<file path="config.mk">
export PLATFORM = sky130hd
export DESIGN_NAME = stream_mode_ctrl
export DESIGN_NICKNAME = d
export VERILOG_FILES = /design/src/rtl/smc_pkg.sv /design/src/rtl/smc_param_mem.sv /design/src/rtl/smc_point_pipe.sv /design/src/rtl/smc_feature_max.sv /design/src/rtl/stream_mode_ctrl.sv
export SDC_FILE = /design/constraint.sdc
export NUM_CORES = 1
export LEC_CHECK = 0
export ABC_CLOCK_PERIOD_IN_PS = 7230
export BUFFER_PORTS_ARGS = -buffer_cell sky130_fd_sc_hd__buf_4
export CELL_PAD_IN_SITES_DETAIL_PLACEMENT = 2
export CELL_PAD_IN_SITES_GLOBAL_PLACEMENT = 2
export CORE_ASPECT_RATIO = 1.1
export CORE_MARGIN = 2
export CORE_UTILIZATION = 42
export DETAILED_ROUTE_END_ITERATION = 8
export GPL_TIMING_DRIVEN = 0
export HOLD_SLACK_MARGIN = 0.08
export PLACE_DENSITY_LB_ADDON = 0.1
export SYNTH_ARGS = -nofsm -noshare
export SYNTH_HDL_FRONTEND = slang
export SYNTH_HIERARCHICAL = 1
export SYNTH_SLANG_ARGS = --single-unit
</file>
<file path="constraint.sdc">
create_clock -name clk -period 7.23 [get_ports clk]
set_input_delay 1.446 -clock clk [delete_from_list [all_inputs] [get_ports clk]]
set_output_delay 1.446 -clock clk [all_outputs]
set_load 0.01 [all_outputs]
</file>
<file path="src/rtl/smc_pkg.sv">
package smc_pkg;
    typedef enum logic [2:0] {
        S_IDLE,
        S_LOAD,
        S_ACK,
        S_CLEAR,
        S_GATHER,
        S_DRAIN,
        S_EMIT
    } smc_state_t;
endpackage

</file>
<file path="src/rtl/smc_param_mem.sv">
module smc_param_mem #(
    parameter int DW    = 32,
    parameter int DEPTH = 12,
    parameter int NRD   = 4,
    localparam int AW   = (DEPTH > 1) ? $clog2(DEPTH) : 1
) (
    input  logic              clk,
    input  logic              rst_n,
    input  logic              we,
    input  logic [AW-1:0]     waddr,
    input  logic [DW-1:0]     wdata,
    output logic [NRD*DW-1:0] rd_flat
);
    logic [DW-1:0] mem [DEPTH];

    always_ff @(posedge clk or negedge rst_n) begin
        if (!rst_n) begin
            for (int i = 0; i < DEPTH; i++) mem[i] <= '0;
        end else if (we) begin
            mem[waddr] <= wdata;
        end
    end

    for (genvar k = 0; k < NRD; k++) begin : g_rd
        if (k < DEPTH) begin : g_have
            assign rd_flat[k*DW +: DW] = mem[k];
        end else begin : g_none
            assign rd_flat[k*DW +: DW] = '0;
        end
    end

    // a written word lands at the address it was sent to
    assert_write_lands_R2: assert property (@(posedge clk) disable iff (!rst_n)
        we |=> mem[$past(waddr)] == $past(wdata));
endmodule

</file>
<file path="src/rtl/smc_point_pipe.sv">
module smc_point_pipe #(
    parameter int DW  = 32,
    parameter int LAT = 3
) (
    input  logic          clk,
    input  logic          rst_n,
    input  logic          in_valid,
    input  logic [DW-1:0] x,
    input  logic [DW-1:0] y,
    input  logic [DW-1:0] z,
    output logic          out_valid,
    output logic [DW-1:0] out_sum,
    output logic          drained
);
    logic [LAT-1:0] vld;
    logic [DW-1:0]  sum [LAT];

    always_ff @(posedge clk or negedge rst_n) begin
        if (!rst_n) begin
            vld    <= '0;
            sum[0] <= '0;
        end else begin
            vld[0] <= in_valid;
            if (in_valid) sum[0] <= x + y + z;
        end
    end

    for (genvar s = 1; s < LAT; s++) begin : g_stage
        always_ff @(posedge clk or negedge rst_n) begin
            if (!rst_n) begin
                vld[s] <= 1'b0;
                sum[s] <= '0;
            end else begin
                vld[s] <= vld[s-1];
                sum[s] <= sum[s-1];
            end
        end
    end

    assign out_valid = vld[LAT-1];
    assign out_sum   = sum[LAT-1];
    assign drained   = ~|vld;

    // a point just issued means the pipeline is not empty
    assert_inflight_R6: assert property (@(posedge clk) disable iff (!rst_n)
        in_valid |=> !drained);
endmodule

</file>
<file path="src/rtl/smc_feature_max.sv">
module smc_feature_max #(
    parameter int DW    = 32,
    parameter int NFEAT = 4
) (
    input  logic                clk,
    input  logic                rst_n,
    input  logic                clr,
    input  logic                upd,
    input  logic [DW-1:0]       sum,
    input  logic [NFEAT*DW-1:0] w_flat,
    output logic [NFEAT*DW-1:0] g_flat
);
    for (genvar k = 0; k < NFEAT; k++) begin : g_feat
        logic signed [DW-1:0] cand;
        logic signed [DW-1:0] cur;
        assign cand = $signed(sum) + $signed(w_flat[k*DW +: DW]);
        assign cur  = $signed(g_flat[k*DW +: DW]);
        always_ff @(posedge clk or negedge rst_n) begin
            if (!rst_n) begin
                g_flat[k*DW +: DW] <= '0;
            end else if (clr) begin
                g_flat[k*DW +: DW] <= '0;
            end else if (upd && (cand > cur)) begin
                g_flat[k*DW +: DW] <= cand;
            end
        end
    end

    // a clear leaves every feature at zero
    assert_cleared_R4: assert property (@(posedge clk) disable iff (!rst_n)
        clr |=> g_flat == '0);
endmodule

</file>
<file path="src/rtl/stream_mode_ctrl.sv">
module stream_mode_ctrl
    import smc_pkg::*;
#(
    parameter int          DW       = 32,
    parameter int          CW       = 16,
    parameter int          DEPTH    = 12,
    parameter int          NFEAT    = 4,
    parameter int          PIPE_LAT = 3,
    parameter logic [31:0] ACK_WORD = 32'hA5A5_0001
) (
    input  logic          clk,
    input  logic          rst_n,
    input  logic          start,
    input  logic          mode_sel,
    input  logic [CW-1:0] param_count,
    input  logic          s_tvalid,
    output logic          s_tready,
    input  logic [DW-1:0] s_tdata,
    input  logic          s_tlast,
    output logic          m_tvalid,
    input  logic          m_tready,
    output logic [DW-1:0] m_tdata,
    output logic          m_tlast,
    output logic          params_loaded,
    output logic          tlast_err
);
    localparam int AW  = (DEPTH > 1) ? $clog2(DEPTH) : 1;
    localparam int EIW = (NFEAT > 1) ? $clog2(NFEAT) : 1;

    smc_state_t state, nxt;

    logic [CW-1:0]  wr_ptr, target;
    logic [1:0]     coord;
    logic [EIW-1:0] emit_idx;
    logic [DW-1:0]  xr, yr;
    logic           accept, m_hs, pt_valid, mem_we, load_done, bad_last;
    logic           pipe_out_v, drained;
    logic [DW-1:0]  pipe_sum;
    logic [NFEAT*DW-1:0] w_flat, g_flat;

    assign accept    = s_tvalid && s_tready;
    assign m_hs      = m_tvalid && m_tready;
    assign load_done = accept && (state == S_LOAD) && (wr_ptr == target - 1'b1);
    assign bad_last  = accept && (state == S_GATHER) && s_tlast && (coord != 2'd2);
    assign pt_valid  = accept && (state == S_GATHER) && (coord == 2'd2);
    assign mem_we    = accept && (state == S_LOAD) && (wr_ptr < CW'(DEPTH));

    // state register
    always_ff @(posedge clk or negedge rst_n) begin
        if (!rst_n) state <= S_IDLE;
        else        state <= nxt;
    end

    // next state
    always_comb begin
        nxt = state;
        unique case (state)
            S_IDLE: begin
                if (start) begin
                    if (mode_sel)               nxt = S_CLEAR;
                    else if (param_count == '0) nxt = S_ACK;
                    else                        nxt = S_LOAD;
                end
            end
            S_LOAD:   if (load_done) nxt = S_ACK;
            S_ACK:    if (m_hs) nxt = S_IDLE;
            S_CLEAR:  nxt = S_GATHER;
            S_GATHER: begin
                if (bad_last)                 nxt = S_IDLE;
                else if (pt_valid && s_tlast) nxt = S_DRAIN;
            end
            S_DRAIN:  if (drained) nxt = S_EMIT;
            S_EMIT:   if (m_hs && (emit_idx == EIW'(NFEAT - 1))) nxt = S_IDLE;
            default:  nxt = S_IDLE;
        endcase
    end

    // outputs
    always_comb begin
        s_tready = 1'b0;
        m_tvalid = 1'b0;
        m_tdata  = '0;
        m_tlast  = 1'b0;
        unique case (state)
            S_LOAD, S_GATHER: s_tready = 1'b1;
            S_ACK: begin
                m_tvalid = 1'b1;
                m_tdata  = DW'(ACK_WORD);
                m_tlast  = 1'b1;
            end
            S_EMIT: begin
                m_tvalid = 1'b1;
                m_tdata  = g_flat[emit_idx*DW +: DW];
                m_tlast  = (emit_idx == EIW'(NFEAT - 1));
            end
            default: ;
        endcase
    end

    // counters and flags
    always_ff @(posedge clk or negedge rst_n) begin
        if (!rst_n) begin
            wr_ptr        <= '0;
            target        <= '0;
            coord         <= '0;
            emit_idx      <= '0;
            xr            <= '0;
            yr            <= '0;
            params_loaded <= 1'b0;
            tlast_err     <= 1'b0;
        end else begin
            if (state == S_IDLE && start) begin
                wr_ptr    <= '0;
                target    <= param_count;
                coord     <= '0;
                emit_idx  <= '0;
                tlast_err <= 1'b0;
                if (!mode_sel) params_loaded <= 1'b0;
            end
            if (accept && state == S_LOAD) wr_ptr <= wr_ptr + 1'b1;
            if (accept && state == S_GATHER) begin
                if (coord == 2'd0) xr <= s_tdata;
                if (coord == 2'd1) yr <= s_tdata;
                coord <= (coord == 2'd2) ? 2'd0 : coord + 2'd1;
            end
            if (bad_last) tlast_err <= 1'b1;
            if (state == S_ACK && m_hs) params_loaded <= 1'b1;
            if (state == S_EMIT && m_hs) emit_idx <= emit_idx + 1'b1;
        end
    end

    smc_param_mem #(.DW(DW), .DEPTH(DEPTH), .NRD(NFEAT)) u_mem (
        .clk(clk), .rst_n(rst_n), .we(mem_we),
        .waddr(AW'(wr_ptr)), .wdata(s_tdata), .rd_flat(w_flat)
    );

    smc_point_pipe #(.DW(DW), .LAT(PIPE_LAT)) u_pipe (
        .clk(clk), .rst_n(rst_n), .in_valid(pt_valid),
        .x(xr), .y(yr), .z(s_tdata),
        .out_valid(pipe_out_v), .out_sum(pipe_sum), .drained(drained)
    );

    smc_feature_max #(.DW(DW), .NFEAT(NFEAT)) u_feat (
        .clk(clk), .rst_n(rst_n), .clr(state == S_CLEAR), .upd(pipe_out_v),
        .sum(pipe_sum), .w_flat(w_flat), .g_flat(g_flat)
    );

    // output word held while stalled
    assert_out_hold_R9: assert property (@(posedge clk) disable iff (!rst_n)
        (m_tvalid && !m_tready) |=> (m_tvalid && $stable(m_tdata) && $stable(m_tlast)));

    // streaming of features begins only once the pipeline was empty
    assert_emit_after_drain_R6: assert property (@(posedge clk) disable iff (!rst_n)
        (state == S_EMIT && $past(state) != S_EMIT) |-> $past(drained));

    // error flag rises only after a tlast word was taken
    assert_err_cause_R7: assert property (@(posedge clk) disable iff (!rst_n)
        $rose(tlast_err) |-> $past(accept && s_tlast));

    // nothing consumed while not ready
    assert_no_take_R8: assert property (@(posedge clk) disable iff (!rst_n)
        (state != S_LOAD && state != S_GATHER) |-> !s_tready);
endmodule

</file>
Word-level counts from Yosys, hierarchy flattened. Cells that the tools add are included.

Flip-flop bits (word level): 716. Input bits: 55. Output and inout bits: 37. Logic and storage cells: 142.

$add $sub $neg: 10. Order comparisons: 7. Equal/unequal tests: 18. Shift-type cells: 1. Mux-type cells: 36. Bitwise logic cells: 1. Reduce and logical (&&, ||, !) cells: 38.

Operators with widths (count): $bwmux 384 (1); $mux 32 (9); $add 32x32->32 (6); $demux 32 s4 (1); $gt 32x32->1 (4); $shiftx 128x8->32 (1); $pmux 32 s2 (1); $mux 16 (2); $mux 3 (7); $pmux 3 s7 (1); $logic_and 1x1->1 (19); $reduce_bool 2->1 (9); $add 16x1->16 const B (1); $eq 16x16->1 (1); $logic_not 16->1 (1); $lt 16x4->1 const B (1); $sub 16x1->16 const B (1); $mux 2 (6); $ne 2x2->1 const B (6); $eq 3x3->1 const B (3); $mux 1 (7); $eq 3x2->1 const B (2); $reduce_and 2->1 (3); $reduce_and 6->1 (1); other kinds (14) (17).

Logic depth before layout (Yosys ltp). Gate-level depths: netlist of the first run.

Depth in word-level cells: 10. Mapped depth: 24. Mapped depth without buffers: 21.

Hierarchy. The synthesis of the first run kept the hierarchy.

Modules (own cells, without submodules): smc_feature_max (instances 1, cells an instance 1847, area each 15208.3 µm², seq. area each 3203.1 µm²); stream_mode_ctrl (instances 1, cells an instance 538, area each 5965.7 µm², seq. area each 2627.5 µm²); smc_point_pipe (instances 1, cells an instance 487, area each 5494.0 µm², seq. area each 2477.4 µm²); smc_param_mem (instances 1, cells an instance 275, area each 4784.6 µm², seq. area each 3203.1 µm²).

Worst setup path after synthesis of the first run. Ideal clock, no wire load.

Path kind: register -> register. Start: register u_pipe.sum, in the netlist u_pipe/out_sum[0]. End: register u_feat.g_flat[36] (netlist: u_feat/g_feat[1].cur[4]). Library setup time: 132 ps. Arrival time: 4962 ps. Data required time: 7098 ps. Setup slack: 2136 ps. Stages on the path, launching flop included: 23. Buffers on the path: 3. Clock period less this slack: 5094 ps. Cells stage by stage: dfrtp_1 -> buf_4 -> ha_1 -> fa_1 -> a21o_1 -> a21oi_1 -> o21ai_0 -> a21bo_2 -> a31o_2 -> a311oi_1 -> o21ai_0 -> xor2_1 -> ha_1 -> nand4_1 -> nor4_1 -> inv_1 -> or3b_1 -> and4_1 -> nor3_4 -> buf_2 -> buf_6 -> mux2i_1 -> nor2_1.

Longest elaborated chain between the ends: 4. Elaborated cells on any way between the ends: 6. Classes of those cells: 1 x add/sub; 1 x order compare; 2 x mux; 2 x reduce/logical.

Ends and longest elaborated chain: start, declared (RTL line smc_point_pipe.sv:16) `logic [DW-1:0] sum [LAT];`; start signal, assigned by index (RTL line smc_point_pipe.sv:35) `sum[s] <= sum[s-1];`; $add 32x32->32 * (RTL line smc_feature_max.sv:16) `assign cand = $signed(sum) + $signed(w_flat[k*DW +: DW]);`; $gt 32x32->1 (RTL line smc_feature_max.sv:23) `end else if (upd && (cand > cur)) begin`; $logic_and 1x1->1 (RTL line smc_feature_max.sv:23); $reduce_bool 2->1 (no source line); end signal, assigned by index (RTL line smc_feature_max.sv:24) `g_flat[k*DW +: DW] <= cand;`; end, declared (RTL line smc_feature_max.sv:11) `output logic [NFEAT*DW-1:0] g_flat`.

Mark *: on every way between the ends. The rest lies on a longest branch, timed or not. The select of a mux whose other input is x is not followed. A chain may end at the register's enable or synchronous reset.

Worst setup path after layout of the first run.
Start: register u_pipe.sum, in the netlist u_pipe/out_sum[0]. End: register u_feat.g_flat[37] (netlist: u_feat/g_feat[1].cur[5]).

The elaborated chain is that of the path after synthesis.

==> results.cfg, run 1 <==
[synth]
synth_compound_area_share_pct = 15.8
synthMuxAreaShare_pct = 12.2
yosys.area_share.simple_pct = 12.8
synth_top_area_share_pct = 36.6
synth_top_family_by_area = compound AO/OA/AOI/OAI gates
synthArstFlopShare_pct = 100
synth_xor_area_share_pct = 3.93
synth-seq-cells = 460
ys.flop_type = dfrtp_1
ys_warn_count = 6
synthAdderAreaFrac_pct = 13.6
synthCells = 3147
synthTopCellsByArea = dfrtp_1 37%, ha_1 11%, mux2_2 7.2%
synth_edf_count = 0
ys_seq_area_share_pct = 36.6
synth.net_count = 3523
netlist_area_mm2 = 0.0315
synth.distinct_cells = 103
synth.avg_cell_area_um2 = 9.99
yosysTopAreaCell = dfrtp_1

[cts]
cts-root-buf = clkbuf_16
ctsHoldBuffers = 0
clock_latency_ps = 640
path_clk_slew_ps = 70
cts_tree = done
clock_path_buffers = 3
cts_buffers = 56
post_cts_buffers = 0
cts_sinks = 460
cts_resized = 0
htree_levels = 2

[timing]
setup_viol = 0
hold_violations = 0
clock_skew_ps = 52.0
setup-tns-final_ps = 0
min_period_ps = 7050
slew_violations = 0
fmax_mhz = 142
rsz0062_at_grt = false
tightest_slew_ps = 1190
max-slew-margin-rel_pct = 19.9
period_share_pct = 97.6

[critical_path]
path_buf_inv = 4
startpoint_type = flip-flop
critPathSlowestCell = nor4_1
critPathMaxStageDelay_ps = 800
cp.arrival_ps = 7520
crit_type = reg2reg
end_kind = flip-flop
cp.required_ps = 7690
cp_max_fo = 10
cp_top_family = simple AND/OR/NAND/NOR gates
crit_path_cell_trace = buf_4, ha_1, fa_1, a21o_1, a21oi_1, o21ai_0, a21bo_2, a31o_2, a311oi_1, o21ai_0, xor2_1, ha_1, nand4_1, nor4_1, inv_1, or3b_1, and4_1, nor3_4, buf_2, buf_6, mux2i_1, nor2_1

[final_layout]
drive_above_1_share_pct = 16.9
n_antenna_cell = 0
nNetsFinal = 3677
fin_area_mm2 = 0.0355
fin_cells = 4308
nFillCells = 7711
area_delta_synth_final_pct = 12.7

[pwr]
peakVddDrop_v = 0.000294
p_per_area_mw_per_mm2 = 469
leakage_nw = 16.8
finalPower_mw = 16.6

[place]
postPlaceCellArea_mm2 = 0.0335
routabilityCongestion = 0.936
dpl.hpwl_um = 95400
place_inst = 4207
port-buffer-count = 91

[die]
row_count = 105
die_y_um = 291
initial_core_util_pct = 42.3
ios = 92
coreArea_mm2 = 0.0744
die_w_um = 265
die_area_mm2 = 0.0771

[drt]
initialDrtViolationCount = 1284
routed_wl_um = 120000
viasPerCell = 6.01
routedWlPerCell_um = 27.8
dr.pass1.iters = 5
vias = 25911
ant_nets = 0
drc = 0

[grt]
grt_max_degree = 121
antenna_found_initial = 2
grt.total_usage_pct = 31.1
grt_pass1_vias = 28982
grt_first_pass_wirelength_um = 182000
grt_overflow = 0

[hold_path]
min_path_type = reg2reg

[run_status]
status = finished clean

[flow_run]
cap_violations = 0
[power breakdown]
group	internal (mW)	leakage [nW]	switching, mW
registers	3.32	6.12	0.589
logic	3.67	9.74	6.00
clock network	1.81	0.971	1.23
total	8.80	16.8	7.81
[logic make-up (layout without fill, tap and decap cells)]
kind of cell / count (synthesis) / after routing
and+or+nand+nor: 814 / 814
DFF: 460 / 460
muxes: 318 / 318
adders and majority gates: 321 / 321
xor gates and xnor gates: 141 / 141
AOI/OAI and AO/OA: 751 / 751
buffers and inverters: 342 / 540
[synthesized netlist by cell type, drive strengths merged (65+ instances only)]
library cell / number
xnor2: 92
nand4: 65
buf: 79
clkbuf: 72
inv: 191
dfrtp: 460
mux2i: 82
ha: 285
a21oi: 220
nor2: 209
nand2: 233
o21ai: 133
a21o: 129
mux2: 204
[metal layers]
metal	global-route usage [%]	vias up	part of all wire (%)
met4	11.4	0	4.1
met3	3.00	184	2.6
li1	-	11691	-
met1	38.8	13605	43
met5	0	-	0
met2	55.6	431	50
[layout by cell type (no fill, tap or decap), types with 65 or more instances in the layout]
| cell | n |
|---|---|
| dfrtp_1 | 460 |
| nor2_1 | 208 |
| xnor2_1 | 92 |
| ha_1 | 285 |
| o21ai_0 | 121 |
| inv_1 | 191 |
| buf_4 | 129 |
| clkbuf_1 | 69 |
| nand4_1 | 65 |
| a21o_1 | 128 |
| mux2i_1 | 81 |
| nand2_1 | 232 |
| mux2_2 | 200 |
| a21oi_1 | 220 |
[registers in the layout, indices dropped and copies added, names as in the netlist, 2 cells and up]
register	flops
coord	2
emit_idx	2
state	3
target	16
u_feat/g_feat.cur	128
u_mem/rd_flat	128
u_pipe/out_sum	32
u_pipe/sum	64
u_pipe/vld	2
wr_ptr	16
xr	32
yr	32
[worst reg2reg max path, cell delays in order, from the launching register on]
cell and delay [ps]:
dfrtp_1 370, buf_4 160, ha_1 240, fa_1 410
a21o_1 180, a21oi_1 290, o21ai_0 160, a21bo_2 290
a31o_2 260, a311oi_1 460, o21ai_0 330, xor2_1 230
ha_1 330, nand4_1 170, nor4_1 800, inv_1 180
or3b_1 500, and4_1 270, nor3_4 360, buf_2 300
buf_6 230, mux2i_1 260, nor2_1 90
[layout make-up]
cell class                      instances  area [um2]  area share, %
Tap cell                              963        1200           3.40
Clock inverter                         31         435           1.23
Sequential cell                       460       11500           32.5
Timing Repair Buffer                   97         817           2.30
Buffer                                150         847           2.39
Clock buffer                           71        1550           4.36
Inverter                              191         717           2.02
Multi-Input combinational cell       2345       18400           51.8
[path summary, 6_finish.rpt]
| kind | start | depth (start not counted) | end | slack [ps] |
|---|---|---|---|---|
| min in group asynchronous | rst_n | 1 | target[10] | 700 |
| hold reg to reg | u_pipe/sum[38] | 0 | u_pipe/out_sum[6] | 340 |
| setup reg to reg | u_pipe/out_sum[0] | 22 | u_feat/g_feat[1].cur[5] | 180 |
| max in group asynchronous | rst_n | 3 | xr[30] | 4950 |
| hold / removal | u_pipe/sum[38] | 0 | u_pipe/out_sum[6] | 340 |
| setup / recovery | u_pipe/out_sum[0] | 22 | u_feat/g_feat[1].cur[5] | 180 |
[through the flow]
stage                     utilization [%]  hold WS, ps  setup WS (ps)
final                                47.7          339            176
after floorplan                         -          331           2140
after global placement               44.8          332           -269
after CTS                            47.7          341            219
after detailed placement             45.0          336            337
after global routing                 47.7          351           41.0
Note: power is estimated with default switching activity, not from simulation.
==> run 2: changes to the inputs <==
--- a/config.mk
+++ b/config.mk
@@ -16,6 +16,7 @@
 export GPL_TIMING_DRIVEN = 0
 export HOLD_SLACK_MARGIN = 0.08
 export PLACE_DENSITY_LB_ADDON = 0.1
+export SETUP_SLACK_MARGIN = 0.5
 export SYNTH_ARGS = -nofsm -noshare
 export SYNTH_HDL_FRONTEND = slang
 export SYNTH_HIERARCHICAL = 1
==> results.cfg, run 2 (synthesized netlist as in run 1, its figures left out) <==
[final_layout]
nFillCells = 7702
area_delta_synth_final_pct = 13.0
layout.cells.most_common = dfrtp_1
utilization_pct = 47.8
drive_above_1_share_pct = 17.2
mostFrequentLayoutCells = 460 x dfrtp_1, 285 x ha_1, 232 x nand2_1
n_antenna_cell = 0
nNetsFinal = 3678
fin_cells = 4309

[critical_path]
cp.arrival_ps = 7050
cp_max_fo = 10
end_kind = flip-flop
critPathMaxStageDelay_ps = 540
crit_type = reg2reg
critPathSlowestCell = a2111oi_2
crit_path_cell_trace = buf_4, ha_1, fa_1, a211oi_1, o21ai_0, a21oi_1, a211oi_1, a2111oi_2, o21ai_1, o31ai_1, xnor2_1, ha_1, nand4_1, or2_1, nor3_2, a31oi_1, and2_1, mux2i_4, buf_6, clkbuf_2, nand2_1, o211a_1
path_buf_inv = 3
startpoint_type = flip-flop
cp_top_family = compound AO/OA/AOI/OAI gates
cp.required_ps = 7710

[grt]
grt_first_pass_wirelength_um = 182000
grt_overflow = 0
grt_pass1_vias = 29003
antenna_found_initial = 3
grt_max_degree = 121
grt.total_usage_pct = 31.1

[cts]
cts_sinks = 460
cts_buffers = 56
cts_tree = done
cts_resized = 4
ctsHoldBuffers = 0
clock_path_buffers = 3
cts-root-buf = clkbuf_16
htree_levels = 2
path_clk_slew_ps = 70
post_cts_buffers = 0
clock_latency_ps = 640

[timing]
period_share_pct = 90.9
tightest_slew_ps = 1240
min_period_ps = 6570
setup_ws_ps = 661
max-slew-margin-rel_pct = 16.6
clock_skew_ps = 53.4
fmax_mhz = 152
setup-tns-final_ps = 0
worst_hold_slack_ps = 339
setup_viol = 0
hold_violations = 0
rsz0062_at_grt = false
slew_violations = 0

[die]
initial_core_util_pct = 42.3
row_count = 105
die_w_um = 265
die_area_mm2 = 0.0771
coreArea_mm2 = 0.0744
ios = 92
die_y_um = 291

[drt]
initialDrtViolationCount = 1362
viasPerCell = 6.02
dr.pass1.iters = 5
ant_nets = 0
routed_wl_um = 120000
vias = 25953
routedWlPerCell_um = 27.8
drc = 0

[place]
port-buffer-count = 91
place_inst = 4207
dp_slack_ps = 337
dpl.hpwl_um = 95400
routabilityCongestion = 0.936

[run_status]
status = finished clean

[pwr]
leakage_nw = 16.9
p_per_area_mw_per_mm2 = 469
peakVddDrop_v = 0.000294

[flow_run]
cap_violations = 0

[hold_path]
min_path_type = reg2reg
## run 2: worst register-to-register path, cell delays in order, from the launching register on
cell and delay [ps]:
dfrtp_1 370, buf_4 160, ha_1 220, fa_1 420, a211oi_1 380, o21ai_0 270
a21oi_1 260, a211oi_1 200, a2111oi_2 540, o21ai_1 240, o31ai_1 300, xnor2_1 230
ha_1 370, nand4_1 150, or2_1 320, nor3_2 340, a31oi_1 200, and2_1 260
mux2i_4 340, buf_6 210, clkbuf_2 380, nand2_1 130, o211a_1 140
## run 2: through the flow
stage | power (mW) | instance area (um2)
2_1_floorplan | 10.0 | 31500
3_3_place_gp | 12.7 | 33300
3_5_place_dp | 13.3 | 33500
4_1_cts | 16.6 | 35500
5_1_grt | 17.8 | 35500
6_report | 16.7 | 35500
## run 2: final timing paths
kind	from	endpoint	slack (ps)	depth (start not counted)
worst max-delay path	u_pipe/out_sum[0]	u_feat/g_feat[0].cur[30]	660	22
max in group asynchronous	rst_n	xr[30]	4960	3
min in group asynchronous	rst_n	target[10]	700	1
worst min register to register	u_pipe/sum[38]	u_pipe/out_sum[6]	340	0
worst max register to register	u_pipe/out_sum[0]	u_feat/g_feat[0].cur[30]	660	22
worst min-delay path	u_pipe/sum[38]	u_pipe/out_sum[6]	340	0
## run 2: metal layers
metal	track usage, %	up-vias	wire length (um)
met5	0	-	0
met4	11.3	0	4790
met3	3.01	178	3140
met1	38.8	13667	51400
li1	-	11691	-
met2	55.7	417	60700
## run 2: report_power, final
part / total (mW) / switching (mW) / internal [mW]
logic: 9.70 / 6.02 / 3.68
registers: 3.91 / 0.590 / 3.32
clock network: 3.04 / 1.23 / 1.81
total: 16.7 / 7.84 / 8.82
## run 2: layout make-up
class	instances	area (um2)	share of cell area, %
sequential	460	11500	32.4
timing repair buffer	97	817	2.30
clock buffer	71	1550	4.36
buffer	151	852	2.40
tap	963	1200	3.39
inverter	191	717	2.02
multi-input combinational	2345	18500	51.9
clock inverter	31	435	1.23
